$ cat src/rtl/drs_pkg.sv
package drs_pkg;

  typedef enum logic [2:0] {
    ST_OFF       = 3'd0,
    ST_POS_START = 3'd1,
    ST_NEG_START = 3'd2,
    ST_RUN       = 3'd3,
    ST_FAULT     = 3'd4
  } seq_state_t;

  typedef enum logic [2:0] {
    CAUSE_NONE      = 3'd0,
    CAUSE_POS_LATE  = 3'd1,
    CAUSE_NEG_EARLY = 3'd2,
    CAUSE_NEG_LATE  = 3'd3,
    CAUSE_POS_DROOP = 3'd4,
    CAUSE_NEG_DROOP = 3'd5,
    CAUSE_THERMAL   = 3'd6
  } fault_cause_t;

endpackage

$ cat src/rtl/drs_start_timer.sv
module drs_start_timer #(
  parameter int T_NEG_MS  = 10,
  parameter int T_DONE_MS = 20
) (
  input  logic clk,
  input  logic rst_n,
  input  logic run,
  input  logic tick,
  output logic hit_neg,
  output logic hit_done
);
  localparam int CW = $clog2(T_DONE_MS + 1);
  localparam logic [CW-1:0] NEG_LAST  = CW'(T_NEG_MS - 1);
  localparam logic [CW-1:0] DONE_LAST = CW'(T_DONE_MS - 1);

  logic [CW-1:0] cnt_q;

  always_ff @(posedge clk or negedge rst_n) begin
    if (!rst_n) begin
      cnt_q <= '0;
    end else if (!run) begin
      cnt_q <= '0;
    end else if (tick && cnt_q != DONE_LAST) begin
      cnt_q <= cnt_q + 1'b1;
    end
  end

  assign hit_neg  = run && tick && (cnt_q == NEG_LAST);
  assign hit_done = run && tick && (cnt_q == DONE_LAST);
endmodule

$ cat src/rtl/drs_persist_filter.sv
module drs_persist_filter #(
  parameter int PERSIST_MS = 3
) (
  input  logic clk,
  input  logic rst_n,
  input  logic arm,
  input  logic flag,
  input  logic tick,
  output logic trip
);
  localparam int PW = $clog2(PERSIST_MS + 1);
  localparam logic [PW-1:0] LIMIT = PW'(PERSIST_MS);

  logic [PW-1:0] cnt_q;

  always_ff @(posedge clk or negedge rst_n) begin
    if (!rst_n) begin
      cnt_q <= '0;
    end else if (!arm || !flag) begin
      cnt_q <= '0;
    end else if (tick && cnt_q != LIMIT) begin
      cnt_q <= cnt_q + 1'b1;
    end
  end

  assign trip = arm && flag && tick && (cnt_q == LIMIT);
endmodule

$ cat src/rtl/dual_rail_seq.sv
module dual_rail_seq
  import drs_pkg::*;
#(
  parameter int T_NEG_MS   = 10,
  parameter int T_DONE_MS  = 20,
  parameter int PERSIST_MS = 3
) (
  input  logic       clk,
  input  logic       rst_n,
  input  logic       ms_tick,
  input  logic       enable,
  input  logic       in_uv,
  input  logic       over_temp,
  input  logic       pos_good,
  input  logic       pos_low,
  input  logic       neg_good,
  input  logic       neg_err,
  output logic       pos_en,
  output logic       pos_ss,
  output logic       neg_en,
  output logic       neg_ss,
  output logic       pos_dis,
  output logic       neg_dis,
  output logic       fault,
  output logic [2:0] fault_cause
);
  localparam int NMON = 2;

  seq_state_t   st_q, st_d;
  fault_cause_t cause_q, cause_d;

  logic hit_neg, hit_done;
  logic [NMON-1:0] mon_flag;
  logic [NMON-1:0] mon_trip;
  logic in_start, in_run;

  assign in_start = (st_q == ST_POS_START) || (st_q == ST_NEG_START);
  assign in_run   = (st_q == ST_RUN);

  drs_start_timer #(
    .T_NEG_MS (T_NEG_MS),
    .T_DONE_MS(T_DONE_MS)
  ) u_timer (
    .clk     (clk),
    .rst_n   (rst_n),
    .run     (in_start),
    .tick    (ms_tick),
    .hit_neg (hit_neg),
    .hit_done(hit_done)
  );

  // index 0 watches the positive droop, index 1 the negative error
  assign mon_flag = {neg_err, pos_low};

  for (genvar g = 0; g < NMON; g++) begin : g_mon
    drs_persist_filter #(
      .PERSIST_MS(PERSIST_MS)
    ) u_filt (
      .clk  (clk),
      .rst_n(rst_n),
      .arm  (in_run),
      .flag (mon_flag[g]),
      .tick (ms_tick),
      .trip (mon_trip[g])
    );
  end

  always_comb begin
    st_d    = st_q;
    cause_d = cause_q;
    if (!enable || in_uv) begin
      st_d    = ST_OFF;
      cause_d = CAUSE_NONE;
    end else if (over_temp && st_q != ST_FAULT) begin
      st_d    = ST_FAULT;
      cause_d = CAUSE_THERMAL;
    end else begin
      unique case (st_q)
        ST_OFF: st_d = ST_POS_START;
        ST_POS_START: begin
          if (hit_neg) begin
            if (!pos_good) begin
              st_d    = ST_FAULT;
              cause_d = CAUSE_POS_LATE;
            end else if (neg_err) begin
              st_d    = ST_FAULT;
              cause_d = CAUSE_NEG_EARLY;
            end else begin
              st_d = ST_NEG_START;
            end
          end
        end
        ST_NEG_START: begin
          if (hit_done) begin
            if (!neg_good) begin
              st_d    = ST_FAULT;
              cause_d = CAUSE_NEG_LATE;
            end else begin
              st_d = ST_RUN;
            end
          end
        end
        ST_RUN: begin
          if (mon_trip[0]) begin
            st_d    = ST_FAULT;
            cause_d = CAUSE_POS_DROOP;
          end else if (mon_trip[1]) begin
            st_d    = ST_FAULT;
            cause_d = CAUSE_NEG_DROOP;
          end
        end
        ST_FAULT: st_d = ST_FAULT;
        default: begin
          st_d    = ST_OFF;
          cause_d = CAUSE_NONE;
        end
      endcase
    end
  end

  always_ff @(posedge clk or negedge rst_n) begin
    if (!rst_n) begin
      st_q    <= ST_OFF;
      cause_q <= CAUSE_NONE;
    end else begin
      st_q    <= st_d;
      cause_q <= cause_d;
    end
  end

  assign pos_en      = in_start || in_run;
  assign pos_ss      = (st_q == ST_POS_START);
  assign neg_en      = (st_q == ST_NEG_START) || in_run;
  assign neg_ss      = (st_q == ST_NEG_START);
  assign pos_dis     = (st_q == ST_OFF) || (st_q == ST_FAULT);
  assign neg_dis     = pos_dis;
  assign fault       = (st_q == ST_FAULT);
  assign fault_cause = cause_q;
endmodule

$ cat config.mk
export PLATFORM = sky130hd
export DESIGN_NAME = dual_rail_seq
export DESIGN_NICKNAME = d
export VERILOG_FILES = /design/src/rtl/drs_pkg.sv /design/src/rtl/drs_start_timer.sv /design/src/rtl/drs_persist_filter.sv /design/src/rtl/dual_rail_seq.sv
export SDC_FILE = /design/constraint.sdc
export NUM_CORES = 1
export LEC_CHECK = 0
export ABC_AREA = 0
export CORE_ASPECT_RATIO = 2
export CORE_MARGIN = 2
export CORE_UTILIZATION = 35
export DETAILED_ROUTE_END_ITERATION = 7
export DONT_BUFFER_PORTS = 1
export GPL_ROUTABILITY_DRIVEN = 0
export PLACE_DENSITY = 0.55
export SLEW_MARGIN = 25
export SYNTH_ARGS = -nofsm -noshare
export SYNTH_HDL_FRONTEND = slang
export SYNTH_HIERARCHICAL = 1
export SYNTH_SLANG_ARGS = --single-unit
$ cat constraint.sdc
create_clock -name clk -period 3.6 [get_ports clk]
set_clock_uncertainty 0.05 [all_clocks]
set_input_delay 0.18 -clock clk [delete_from_list [all_inputs] [get_ports clk]]
set_output_delay 0.18 -clock clk [all_outputs]
set_load 0.02 [all_outputs]
# Word level (Yosys, flattened, before mapping)
# Cells that the tools add are included.
# W data, S select, Z words.
# word_totals
ff_bits,15
# classes
n_addsub,3
reduce_logical,30
muxes,26
eq_ne,19
# op_table
cell,count
$mux W3,18
$pmux W3 S5,1
$logic_and A1 B1 Y1,13
$pmux W3 S4,1
$mux W5,2
$mux W2,4
$ne A4 B1 Y1 const B,2
$logic_or A1 B1 Y1,7
$eq A3 B2 Y1 const B,2
$reduce_and A6 Y1,1
$add A5 B1 Y5 const B,1
$eq A5 B4 Y1 const B,1
$eq A5 B5 Y1 const B,1
$ne A5 B3 Y1 const B,1
$ne A5 B4 Y1 const B,1
$ne A5 B5 Y1 const B,1
$add A2 B1 Y2 const B,2
$eq A2 B2 Y1 const B,2
$logic_not A1 Y1,4
$ne A2 B2 Y1 const B,2
$ne A4 B2 Y1 const B,1
$reduce_bool A2 Y1,2
$eq A3 B1 Y1 const B,1
$eq A3 B3 Y1 const B,1
other kinds (6),6

# Logic depth before layout (Yosys ltp)
# Gate-level depths: netlist of run 1.
# depth
depth_word,9
ltp_mapped,10
depth_no_buf,9

# Modules after synthesis
# The synthesis of run 1 kept the hierarchy.
# by_module_without_submodules
module,area_per_inst_um2,seq_area_each_um2,cells_each,instances
dual_rail_seq,538.0,150.1,63,1
drs_start_timer,306.5,125.1,31,1
drs_persist_filter,120.1,50.0,12,2

# Worst setup path before layout of run 1
# OpenSTA, ideal clock, no wires.
# synth_timing
path_type,flip-flop to flip-flop
from,register st_q[0]
to,register cause_q[0] (netlist: fault_cause[0])
setup_slack_ps,846
t_arrival_ps,2577
path_stages_with_launch,11
required_ps,3423
setup_time_ps,127
cell_sequence,dfrtp_1 buf_4 clkbuf_1 nor2_1 or2_2 nand2b_1 nor4_1 or4b_1 o41ai_2 o41ai_2 mux2_1
# synth_between
word_cells_on_any_way,29
cone_classes,eq/ne: 11; mux: 4; reduce/logical: 14
# synth_lines
item,line,source
start: declaration,dual_rail_seq.sv:29,"seq_state_t st_q, st_d;"
start signal: assignment,dual_rail_seq.sv:126,st_q <= st_d;
$eq A3 B2 Y1,-,
named net neg_ss,dual_rail_seq.sv:21,"output logic neg_ss,"
$logic_or A1 B1 Y1,dual_rail_seq.sv:37,assign in_start = (st_q == ST_POS_START) || (st_q == ST_NEG_START);
named net in_start,dual_rail_seq.sv:35,"logic in_start, in_run;"
$logic_and A1 B1 Y1 (2 in series),drs_start_timer.sv:28,assign hit_neg = run && tick && (cnt_q == NEG_LAST);
named net hit_neg,dual_rail_seq.sv:32,"logic hit_neg, hit_done;"
$ne A4 B1 Y1 (no line),-,
$reduce_and A6 Y1 (no line),-,
end signal: assignment,dual_rail_seq.sv:127,cause_q <= cause_d;
end: declaration,dual_rail_seq.sv:30,"fault_cause_t cause_q, cause_d;"
# The timed path passes the listed nets, and every way through them passes these cells.
# A chain may end at the register's enable or synchronous reset.

# Final worst setup path of run 1
# layout_timing
from,register st_q[2]
to,register cause_q[1] (netlist: fault_cause[1])
# layout_between
word_cells_on_any_way,29
cone_classes,eq/ne: 11; mux: 4; reduce/logical: 14
# layout_lines
item,line,source
$eq A3 B1 Y1,-,
named net pos_ss,dual_rail_seq.sv:19,"output logic pos_ss,"
$logic_or A1 B1 Y1,dual_rail_seq.sv:37,
named net in_start,dual_rail_seq.sv:35,
$logic_and A1 B1 Y1 (2 in series),drs_start_timer.sv:28,
named net hit_neg,dual_rail_seq.sv:32,
$ne A4 B1 Y1 (no line),-,
$reduce_and A6 Y1 (no line),-,
# The timed path passes the listed nets, and every way through them passes these cells.

==> impl_metrics.py, run 1 <==
metrics = {
    "timing": {
        "fmax_mhz": 338.5,
        "slew_headroom_pct": 49.02,
        "setup_viol": 0,
        "drv_slew": 0,
        "tns_ns": 0,
        "worst_pin_slew_ns": 0.7619,
        "rsz0062_at_grt": "no",
        "final_hold_viol_count": 0,
        "period_share_pct": 82.06,
        "fin_hold_ws_ns": 0.06011,
        "period_minus_slack_ns": 2.954,
    },
    "setup_path": {
        "critPathMaxStageDelay_ns": 0.52,
        "crit_start": "st_q[2]",
        "rr_worst_depth": 9,
        "arrival_ns": 3.03,
        "end_kind": "flip-flop",
        "cpMostUsedCell": "o41ai_2",
        "path_cells": "inv_1 -> and3_1 -> or2_2 -> nand2b_1 -> nor4_1 -> or4b_1 -> o41ai_2 -> o41ai_2 -> mux2_1",
        "crit_type": "flip-flop to flip-flop",
        "cpLargestDelayFamily": "simple AND/OR/NAND/NOR gates",
        "critPathRequiredTime_ns": 3.68,
        "path_buf_inv": 1,
        "r2r-start": "st_q[2]",
        "crit_fanout": 13,
        "rrSetupSlack_ns": 0.65,
        "r2r_end": "fault_cause[1]",
        "startpoint_type": "flip-flop",
        "crit_slowest_cell": "dfrtp_1",
    },
    "hold_path": {
        "min_to": "g_mon[0].u_filt/cnt_q[0]",
        "min_delay_path_depth": 2,
        "hp-start": "pos_low",
        "hp-class": "input port to flip-flop",
    },
    "synthesis": {
        "synth_fp_nets": 132,
        "synth_cells": 118,
        "ys.flop_type": "dfrtp_1",
        "yosysUniqueCellTypes": 42,
        "yosys_warnings": 6,
        "yosysMostFrequentCell": "dfrtp_1",
        "synth_edf_count": 0,
        "synth-seq-cells": 15,
        "yosysSeqAreaShare_pct": 34.60,
        "netlist_top_cells_count": "dfrtp_1, nand2_1, nor2_1",
        "synth_top_area_cell": "dfrtp_1",
        "synth_async_sr_flop_share_pct": 100.0,
        "netlist_area_um2": 1085,
        "postSynthAreaPerCell_um2": 9.193,
        "synth_area_leaders": "dfrtp_1, nand2_1, ha_1",
        "yosysTopAreaCellShare_pct": 34.60,
    },
    "routing": {
        "drt_iter0_drc": 20,
        "wl_um": 2256,
        "ant_nets": 0,
        "via_count": 845,
        "drtPass1Iterations": 4,
        "post_drt_wl_per_cell_um": 15.04,
        "remaining_drc_errors": 0,
        "vias_per_cell": 5.633,
    },
    "power": {
        "totalPowerFinal_mw": 0.3530,
        "p_per_area_nw_per_um2": 305.0,
        "irDropWorstVdd_v": 0.0001721,
        "p_leak_nw": 0.4939,
    },
    "flow_run": {
        "maxCapViolations": 0,
    },
    "global_route": {
        "grt_pass1_vias": 852,
        "grt_pass1_wl_um": 3912,
        "grt_usage_pct": 14.52,
        "gr-total-overflow": 0,
        "grt_max_degree": 19,
        "antenna_found_initial": 0,
    },
    "clocking": {
        "cts_buffer_depth": 2,
        "cts_max_level": 1,
        "clkTransAtPathRegs_ns": 0.06,
        "cts_setup_buffers": 0,
        "clock-sinks": 15,
        "clk_latency_ns": 0.24,
        "cts_tree": "built",
        "numCtsBuffers": 3,
        "cts-root-buf": "clkbuf_8",
    },
    "layout": {
        "diodes": 0,
        "layout.nets": 135,
        "drive_above_1_share_pct": 15.00,
        "num-fill-cells": 310,
        "fin_util_pct": 39.33,
        "area_growth_syn_to_layout_pct": 6.690,
        "fin_cells": 150,
    },
    "floorplanning": {
        "design.die.area_um2": 3588,
        "initial_core_util_pct": 36.86,
        "num_rows": 28,
        "die_x_um": 43.37,
        "die_y_um": 82.73,
        "core-area_um2": 2943,
        "io_pins": 20,
    },
    "outcome": {
        "status": "complete, no violations",
    },
    "placement": {
        "dpl.cell_count": 145,
        "hpwl_um": 1787,
        "port_buffers": 0,
    },
}
[timing repair]
| action | CTS | global route |
|---|---|---|
| hold buffers | 1 | 0 |
| gates resized for setup | 0 | 0 |
| endpoints found under the hold margin | 15 | 0 |
[worst max path at each step]
stage,endpoint,cells past startpoint
after detailed placement,fault_cause[1],9
final,fault_cause[1],9
after floorplan,fault_cause[0],10
after global placement,fault_cause[1],9
after global routing,fault_cause[1],10
after CTS,fault_cause[1],9
[cells in the final DEF, fill, tap and decap left out, types with 2 or more instances in the layout]
cell type / count
dfrtp_1: 15
nand2_1: 14
nor2_1: 11
inv_1: 7
a21oi_1: 6
nand2b_1: 5
o21ai_0: 5
ha_1: 4
and2_1: 3
a21oi_2: 3
mux2_1: 3
clkbuf_8: 3
mux2i_1: 3
o41ai_2: 2
nor2b_1: 2
or4_1: 2
nand2b_4: 2
or2_1: 2
buf_4: 2
nor4_1: 2
nand4_1: 2
xnor2_1: 2
[final cells by class]
| type | count | area [um2] | share of cell area [%] |
|---|---|---|---|
| Multi-Input combinational cell | 91 | 648.1 | 56.00 |
| Sequential cell | 15 | 375.4 | 32.43 |
| Clock buffer | 4 | 45.04 | 3.892 |
| Tap cell | 30 | 37.54 | 3.243 |
| Inverter | 7 | 26.28 | 2.270 |
| Timing Repair Buffer | 3 | 25.02 | 2.162 |
[stage by stage]
step                cell area, um2  worst slack (ns)
floorplan                     1085            0.8456
global placement              1102            0.6990
detailed placement            1102            0.6256
CTS                           1157            0.6206
global route                  1157            0.4306
finish                        1157            0.6458
[worst register-to-register path, delay by kind of cell, from the launching register on]
kind	cells	cell delay, ns
compound gates	2	0.61
mux	1	0.36
simple gates	5	1.11
buf+inv	1	0.20
flops	1	0.52
[sequential cells by signal, summed over array words and instances (netlist names)]
signal              count
g_mon.u_filt/cnt_q      4
fault_cause             3
u_timer/cnt_q           5
st_q                    3
[power breakdown]
group | leakage, nW | internal, mW | switching [mW]
registers | 0.207 | 0.172 | 0.00538
clock network | 0.0228 | 0.0783 | 0.0587
logic | 0.264 | 0.0158 | 0.0233
total | 0.494 | 0.266 | 0.0873
[per-layer routing]
layer / global-route usage, % / wire [um]
met1: 16.35 / 909
met2: 25.37 / 1202
met3: 2.826 / 115
met4: 7.273 / 28
met5: 0 / 0
[kinds of logic after synthesis]
family	Yosys count	share of synthesized area (%)
and+or+nand+nor	56	31.83
AOI/OAI and AO/OA	23	15.80
DFF	15	34.60
buffers and inverters	12	5.651
muxes	6	5.882
adders and majority gates	4	4.614
xor gates and xnor gates	2	1.615
No activity file was read; power rests on OpenSTA's default activity.
==> inputs of run 2 (changes only) <==
clock period = 2.9 ns   (was 3.6 ns; I/O delays follow)
==> run 2 against run 1 <==
  * Register-to-register slack worse by 0.38 ns
  * Via count fell by 0.12%
  * Critical path depth unchanged
  * Power up 24%
  * Routed wire length up 0.75%
  * Combinational power increased by 33%
  * Core utilization is 0.81 points higher
  * Maximum frequency rose by 12%
  * Sequential share of layout area shrank 0.65 points
  * Design area grew 2.1%
  * Worst hold slack worse by 0.028 ns
==> impl_metrics.py, run 2 (synthesis results as in run 1) <==
metrics = {
    "power": {
        "p_leak_nw": 0.5127,
        "p_per_area_nw_per_um2": 371.4,
        "irDropWorstVdd_v": 0.0002318,
    },
    "timing": {
        "worst_pin_slew_ns": 0.7605,
        "tns_ns": 0,
        "fmax_mhz": 380.0,
        "period_minus_slack_ns": 2.632,
        "period_share_pct": 90.74,
        "drv_slew": 0,
        "final_hold_viol_count": 0,
        "setup_viol": 0,
        "rsz0062_at_grt": "no",
        "slew_headroom_pct": 49.11,
    },
    "clocking": {
        "cts_setup_buffers": 0,
        "cts_buffer_depth": 2,
        "cts_tree": "built",
        "clkTransAtPathRegs_ns": 0.06,
        "ctsHoldBuffers": 1,
        "cts_resized": 0,
        "cts_max_level": 1,
        "numCtsBuffers": 3,
        "cts-root-buf": "clkbuf_8",
        "clock-sinks": 15,
        "clk_latency_ns": 0.24,
    },
    "layout": {
        "diodes": 0,
        "top_register": "u_timer/cnt_q",
        "largestRegisters": "u_timer/cnt_q: 5 flops, g_mon.u_filt/cnt_q: 4 flops",
        "drive_above_1_share_pct": 17.89,
        "layout.nets": 138,
        "final_common_cell": "dfrtp_1",
        "largest_reg_flops": 5,
        "fin_util_pct": 40.14,
        "area_growth_syn_to_layout_pct": 8.881,
        "layout_common_cells": "dfrtp_1, nand2_1, nor2_1",
    },
    "floorplanning": {
        "die_y_um": 82.73,
        "die_x_um": 43.37,
        "num_rows": 28,
        "core-area_um2": 2943,
        "design.die.area_um2": 3588,
        "initial_core_util_pct": 36.86,
        "io_pins": 20,
    },
    "outcome": {
        "status": "complete, no violations",
    },
    "global_route": {
        "gr-total-overflow": 0,
        "grt_pass1_vias": 882,
        "antenna_found_initial": 0,
        "grt_pass1_wl_um": 3753,
        "grt_max_degree": 16,
        "grt_usage_pct": 13.65,
    },
    "routing": {
        "vias_per_cell": 5.516,
        "wl_um": 2273,
        "remaining_drc_errors": 0,
        "via_count": 844,
        "post_drt_wl_per_cell_um": 14.86,
        "drtPass1Iterations": 4,
        "drt_iter0_drc": 20,
        "ant_nets": 0,
    },
    "placement": {
        "hpwl_um": 1852,
        "port_buffers": 0,
    },
    "setup_path": {
        "cpLargestDelayFamily": "simple AND/OR/NAND/NOR gates",
        "cpMostUsedCell": "o41ai_2",
        "arrival_ns": 2.71,
        "crit_slowest_cell": "o41ai_2",
        "path_cells": "inv_1 -> and3_1 -> or2_2 -> nand2b_1 -> nor4_1 -> or4b_1 -> o41ai_2 -> o41ai_2 -> mux2_1",
        "critPathRequiredTime_ns": 2.98,
        "crit_type": "flip-flop to flip-flop",
        "end_kind": "flip-flop",
        "critPathMaxStageDelay_ns": 0.47,
        "path_buf_inv": 1,
        "crit_fanout": 7,
        "startpoint_type": "flip-flop",
    },
    "flow_run": {
        "maxCapViolations": 0,
    },
    "hold_path": {
        "hp-class": "input port to flip-flop",
    },
}
run 2: through the flow:
step	instances	power (mW)	hold slack [ns]	area, um2	worst slack, ns
after floorplan	118	0.2626	-0.2006	1085	0.1456
after global placement	148	0.2685	-0.2001	1125	0.3405
after detailed placement	148	0.2695	-0.2001	1125	0.2544
after CTS	153	0.4469	0.01858	1181	0.2639
after global routing	153	0.4629	0.01529	1181	0.06338
final	153	0.4387	0.03260	1181	0.2684
run 2: worst register-to-register path, cell delays in order, from the launching register on:
cell and delay (ns):
dfrtp_1 0.43, inv_1 0.12, and3_1 0.19, or2_2 0.18, nand2b_1 0.09, nor4_1 0.33, or4b_1 0.19, o41ai_2 0.10
o41ai_2 0.47, mux2_1 0.36
run 2: final timing paths:
kind | from | endpoint | slack (ns) | cells after the start
max in group asynchronous | rst_n | u_timer/cnt_q[0] | 2.03 | 1
min in group asynchronous | rst_n | g_mon[1].u_filt/cnt_q[0] | 0.33 | 1
worst min register to register | g_mon[0].u_filt/cnt_q[1] | g_mon[0].u_filt/cnt_q[1] | 0.49 | 2
worst min-delay path | pos_low | g_mon[0].u_filt/cnt_q[0] | 0.03 | 2
worst max register to register | st_q[1] | fault_cause[1] | 0.27 | 9
worst max-delay path | st_q[1] | fault_cause[1] | 0.27 | 9
run 2: report_power, final:
| part | total [mW] | internal, mW | switching (mW) |
|---|---|---|---|
| registers | 0.218 | 0.213 | 0.00528 |
| logic | 0.0520 | 0.0214 | 0.0306 |
| clock network | 0.168 | 0.0950 | 0.0734 |
| total | 0.439 | 0.329 | 0.109 |
run 2: cell type report:
cell class,count,area [um2]
Clock buffer,3,41.29
Clock inverter,1,5.005
Fill cell,297,1762
Inverter,7,26.28
Multi-Input combinational cell,91,648.1
Sequential cell,15,375.4
Tap cell,30,37.54
Timing Repair Buffer,6,47.55
run 2: per-layer routing:
layer	GRT usage [%]	routed length (um)	vias to the layer above
li1	-	-	424
met1	14.52	888	394
met2	23.13	1205	20
met3	2.826	132	6
met4	10.00	47	0
met5	0	0	-
